[config.mk]
export PLATFORM = sky130hd
export DESIGN_NAME = cd_prefetch
export DESIGN_NICKNAME = d
export VERILOG_FILES = /design/src/rtl/cd_prefetch.sv
export SDC_FILE = /design/constraint.sdc
export NUM_CORES = 1
export LEC_CHECK = 0
export BUFFER_PORTS_ARGS = -buffer_cell sky130_fd_sc_hd__buf_2
export CORE_ASPECT_RATIO = 1.75
export CORE_UTILIZATION = 53
export CTS_CLUSTER_DIAMETER = 80
export DETAILED_ROUTE_END_ITERATION = 7
export PLACE_DENSITY = 0.78
export SYNTH_ARGS = -nofsm -noshare
export SYNTH_HDL_FRONTEND = slang
export SYNTH_SLANG_ARGS = --single-unit
[constraint.sdc]
create_clock -name clk -period 2 [get_ports clk]
set_input_delay 0.4 -clock clk [delete_from_list [all_inputs] [get_ports clk]]
set_output_delay 0.4 -clock clk [all_outputs]
set_load 0.005 [all_outputs]
[src/rtl/cd_prefetch.sv]
module cd_prefetch #(
  parameter int WORDS     = 8,
  parameter int MATCH_LSB = 20
) (
  input  logic                clk,
  input  logic                rst_n,
  input  logic                fill_valid,
  output logic                fill_ready,
  input  logic [31:0]         fill_addr,
  input  logic [WORDS*32-1:0] fill_data,
  output logic                pf_valid,
  input  logic                pf_ready,
  output logic [31:0]         pf_addr
);
  localparam int LINE_BYTES = WORDS * 4;
  localparam int OFF_W      = $clog2(LINE_BYTES);
  localparam int IDX_W      = (WORDS > 1) ? $clog2(WORDS) : 1;
  localparam int TAG_W      = 32 - MATCH_LSB;

  logic [WORDS*32-1:0] line_q;
  logic [TAG_W-1:0]    tag_q;
  logic [WORDS-1:0]    pend_q;
  logic [WORDS-1:0]    hit, keep;
  logic [IDX_W-1:0]    sel;
  logic [31:0]         sel_word;
  logic                fill_fire, pf_fire;

  wire addr_unused = &{1'b0, fill_addr[MATCH_LSB-1:0], sel_word[OFF_W-1:0]};

  assign fill_ready = ~|pend_q;
  assign pf_valid   = |pend_q;
  assign fill_fire  = fill_valid & fill_ready;
  assign pf_fire    = pf_valid & pf_ready;

  for (genvar i = 0; i < WORDS; i++) begin : g_hit
    assign hit[i] = fill_data[i*32+MATCH_LSB +: TAG_W] == fill_addr[31:MATCH_LSB];
  end

  always_comb begin
    keep = hit;
    for (int i = 1; i < WORDS; i++)
      for (int j = 0; j < i; j++)
        if (hit[j] && fill_data[j*32+OFF_W +: 32-OFF_W] == fill_data[i*32+OFF_W +: 32-OFF_W])
          keep[i] = 1'b0;
  end

  always_comb begin
    sel = '0;
    for (int i = WORDS - 1; i >= 0; i--)
      if (pend_q[i]) sel = IDX_W'(i);
  end

  assign sel_word = line_q[sel*32 +: 32];
  assign pf_addr  = {sel_word[31:OFF_W], {OFF_W{1'b0}}};

  always_ff @(posedge clk) begin
    if (!rst_n) begin
      pend_q <= '0;
      tag_q  <= '0;
      line_q <= '0;
    end else if (fill_fire) begin
      pend_q <= keep;
      tag_q  <= fill_addr[31:MATCH_LSB];
      line_q <= fill_data;
    end else if (pf_fire) begin
      pend_q[sel] <= 1'b0;
    end
  end

  p_align_r3: assert property (@(posedge clk) disable iff (!rst_n)
    pf_valid |-> pf_addr[OFF_W-1:0] == '0);

  p_match_r2: assert property (@(posedge clk) disable iff (!rst_n)
    pf_valid |-> pf_addr[31:MATCH_LSB] == tag_q);

  p_hold_r4: assert property (@(posedge clk) disable iff (!rst_n)
    pf_valid && !pf_ready |=> pf_valid && $stable(pf_addr));

  p_unique_r5: assert property (@(posedge clk) disable iff (!rst_n)
    pf_fire |=> !(pf_valid && pf_addr == $past(pf_addr)));

  p_closed_r6: assert property (@(posedge clk) disable iff (!rst_n)
    pf_valid && !pf_fire |=> $stable(tag_q));

  p_reopen_r9: assert property (@(posedge clk) disable iff (!rst_n)
    pf_fire && $countones(pend_q) == 1 |=> fill_ready);
endmodule

==> results of run 1 <==
-- logic make-up after synthesis --
family	Yosys count
flops	224
simple gates	1006
compound gates	349
xor+xnor	852
other cells	1
buf+inv	342
-- metal layers --
layer / GRT usage / overflow
met1: 0.822 / 4
met2: 0.951 / 155
met3: 0.631 / 12
met4: 0.791 / 113
met5: 0.308 / 0
-- what timing repair did --
item,in CTS
gates cloned,6
endpoints found under the setup margin,197
pin swaps,4
resized for setup,42
setup buffers,2
-- synthesized netlist by cell type, types with 27 or more instances --
cell / number
xor2_1: 260
dfxtp_1: 224
nor4_1: 88
nor3_1: 27
nand2_1: 654
clkbuf_1: 60
a21boi_0: 219
or4_1: 28
xnor2_1: 592
a21oi_1: 109
nand4_1: 149
nand3_1: 46
buf_2: 254
-- metrics by stage --
stage	instances	area (um^2)
4_1_cts	3923	28600
3_3_place_gp	3879	27600
3_5_place_dp	3879	27600
2_1_floorplan	2778	20700
==> results.md, run 1 <==
* Post-synth top area share at 0.252
* DPL Wire Length at 104000 um
* Synth area leaders: xnor2_1, dfxtp_1, nand2_1, xor2_1, a21boi_0
* Port Buffers at 260
* Asr flop ratio synth at 0
* Clock sinks at ~220
* Register area share after synthesis at 0.218
* I/O Pins at roughly 330
* Status: stopped before the end
* H-Tree Depth at 1
* EDFF count, synth at 0
* Total GRT Usage at 0.801
* Die Width at between 150 and 200 um
* #FFs+latches synth at approximately 220
* # hold bufs at CTS at 0
* Cell taking the most area after synthesis: xnor2_1
* Post-synthesis mux area share at 0
* Post-synthesis cell count at around 2800
* Post-place setup slack at -627 ps
* CTS root buffer: clkbuf_16
* Primary FF master, synth: dfxtp_1
* Avg Cell Area, Syn at roughly 7.4 um^2
* Largest net degree at the start of global routing at 111
* Synth Area in XOR/XNOR at 0.363
* Vias in the first global route at 29316
* Synthesized area at just over 0.02 mm^2
* # rows at between 90 and 100
* Grt ovf at around 280
* Synth warn at 0
* Halt Stage: global routing (5_1_grt)
* First-pass GRT wire length at 233000 um
* CTS Buffer Depth at 3
* Synth Area in Simple Gates at 0.223
* Initial core utilization at 0.536
* Tool error: [ERROR GRT-0116] Global routing finished with congestion. Check the congestion regions in the DRC Viewer.
* TritonCTS Buffers at 20
* GP Congestion at 1.25
* Adder-Cell Fraction of Synth Area at 0
* Unique masters post-synth at 33
* Die H at between 200 and 300 um
* Compound-Gate Fraction of Synth Area at 0.114
* Largest family of logic cells by synthesized area: XOR/XNOR gates
==> run 2: changes to the inputs <==
Settings changed: CORE_ASPECT_RATIO 1.75 to default, CORE_UTILIZATION 53 to 40, CTS_CLUSTER_DIAMETER 80 to default, PLACE_DENSITY 0.78 to default, PLACE_DENSITY_LB_ADDON from default to 0.15.
Clock period 2 ns to 2.6 ns, I/O delays scaled along.
==> run 2 against run 1 <==
Against the previous run: the flow now finishes, with violations (negative setup slack); synthesized cell count did not move; synthesized area stayed put.
==> results.md, run 2 <==
* Status: finished with violations
* Failing checks: negative setup slack
* Crit-path slowest cell: or4_1
* Crit Path Max Fanout at 18
* CP bufs+invs at 2
* Final setup fails at 28
* CTS tree: yes
* Slew headroom at 0.412
* Primary FF master, synth: dfxtp_1
* Max incr delay on CP at about 540 ps
* Vias at 23923
* Crit path required time at ~2100 ps
* Clock sinks at between 200 and 250
* Port Buffers at between 200 and 300
* Asr flop ratio synth at 0
* Commonest non-fill, non-tap cell in the layout: nand2_1
* Final worst-path cycle share at 1.22
* Post-synth top area share at 0.252
* Die H at between 200 and 250 um
* Worst VDD drop at a little under 0.4 mV
* TritonCTS Buffers at 26
* H-Tree Depth at 1
* Post-route ant nets at 0
* 1st-iter DRT viols at roughly 3700
* Biggest regs: line_q x216, pend_q x8
* Crit Path Class: flop to output port
* Total GRT Usage at 0.499
* Clk_lat worst skew at 550 ps
* Final Slew Violations at 0
* Layout area overhead at 29.8%
* Vias in the first global route at 22785
* Crit. End Element: output port
* Min Tclk post-route at roughly 3200 ps
* #FFs+latches synth at 224
* Routed wire per std cell at around 35 um
* Initial core utilization at 0.408
* Commonest cells in the netlist: nand2_1, xnor2_1, xor2_1
* Largest net degree at the start of global routing at 115
* CP Cell Sequence: nor2b_4, o21bai_4, a21oi_4, o21ba_4, buf_4, nand2_1, a21oi_1, or4_1, buf_2
* Synth area leaders: xnor2_1, dfxtp_1, nand2_1, xor2_1, a21boi_0
* Cell taking the most area after synthesis: xnor2_1
* Total Wirelength at about 140000 um
* GP Congestion at around 1.1
* Crit start category: flop
* Post-synthesis cell count at roughly 2800
* Final non-filler cell total at roughly 4000
* Final hold violation count at 0
* Worst Hold Class: input port to flop
* Top reg by flops: line_q
* # rows at slightly above 80
* Crit path max-delay family: simple AND/OR/NAND/NOR gates
* Clk pin slew, worst setup/hold paths at 60 ps
* Placeable Area at a little over 0.05 mm^2
* DRT Pass-1 Iters at 7
* Nets@finish at roughly 3500
* Drt via density at just over 6
* Antenna violations before repair at 7
* CTS root buffer: clkbuf_16
* Number of flip-flops in the largest register at roughly 220
* Register area share after synthesis at 0.218
* Synth warn at 0
* CTS Buffer Depth at 3
* Die Width at between 200 and 250 um
* Pwr dens at around 430 mW/mm^2
* I/O Pins at about 330
* Util after Layout at 0.529
* DPL Wire Length at approximately 100000 um
* Synthesized area at slightly above 0.02 mm^2
* Worst EP arrival at ~2600 ps
* Die ar. at ~0.052 mm^2
* Unique masters post-synth at 33
* DP Cell Count at around 3800
* Cell with the most instances after synthesis: nand2_1
* Share of cells above drive strength 1 at 0.264
* Clock Skew at 10.6 ps
* Leakage power at 10.2 nW
* Worst-Margin Slew at 874 ps
* EDFF count, synth at 0
* Total of max-cap violations at 0
* Grt ovf at 0
* Fmax at between 300 and 400 MHz
* # DRC at 0
* Most frequent cells in the layout: nand2_1, xnor2_1, buf_4, xor2_1, buf_2
* Avg Cell Area, Syn at 7.42 um^2
* Unrepaired setup endpoints after global routing: true
* First-pass GRT wire length at approximately 180000 um
* Worst setup margin at -564 ps
* Diode count at 0
run 2: final timing paths:
kind                                               start                       end  slack (ps)  depth (start not counted)
worst max-delay path              pend_q[6]$_SDFFE_PN0P_               pf_addr[20]        -560                          9
worst max register to register    pend_q[1]$_SDFFE_PN0P_    pend_q[7]$_SDFFE_PN0P_          40                          9
worst min-delay path                       fill_data[29]   line_q[29]$_SDFFE_PN0P_         300                          3
worst min register to register  line_q[113]$_SDFFE_PN0P_  line_q[113]$_SDFFE_PN0P_         460                          2
run 2: cell type report:
type,instances,area [um^2]
inverter,3,11.3
tap,672,841
fill,5006,23800
sequential,224,4490
multi-input combinational,2212,14800
clock buffer,37,752
timing repair buffer,733,5780
clock inverter,8,80.1
run 2: power breakdown:
| part | switching (mW) | internal (mW) |
|---|---|---|
| registers | 0.107 | 3.62 |
| clock network | 1.55 | 2.10 |
| logic | 2.54 | 1.61 |
| total | 4.20 | 7.33 |
run 2: stage by stage:
step / cell area (um^2) / total power [mW] / setup slack, ps / setup TNS [ps] / hold WS [ps]
floorplan: 20600 / 5.91 / 329 / 0 / 444
CTS: 26400 / 11.3 / -551 / -13630 / 288
detailed placement: 25200 / 7.66 / -414 / -1970 / 456
global route: 26700 / 11.7 / -613 / -15700 / 316
global placement: 25200 / 7.64 / -449 / -1460 / 450
finish: 26700 / 11.5 / -564 / -14210 / 297
run 2: kinds of logic (layout without fill, tap and decap cells):
logic type	count (synthesis)	after routing	share of synthesized area
buffers and inverters	342	781	0.0824
and+or+nand+nor	1006	1006	0.223
other	1	5	0.000182
xor gates and xnor gates	852	852	0.363
DFF	224	224	0.218
AOI/OAI and AO/OA	349	349	0.114
run 2: metal layers:
metal,share of wire,up-vias,track usage
li1,-,9861,-
met5,0.00091,-,0.00919
met4,0.11,12,0.426
met2,0.39,1974,0.703
met1,0.36,11355,0.598
met3,0.13,721,0.177
run 2: worst reg2reg max path, cell delays in order (launching register included):
cell,delay [ps]
dfxtp_1,350
nor4_2,400
and3_1,300
nand2_4,130
nor4_1,350
buf_4,180
nand4_1,90
o41ai_1,360
buf_4,220
and2_1,120
run 2: repair_timing:
item	CTS	global route
endpoints found under the setup margin	27	28
setup buffers	2	3
gates resized for setup	49	58
gates cloned	4	5
hold buffers	0	0
pin swaps	9	16
(Power assumes the default switching activity.)
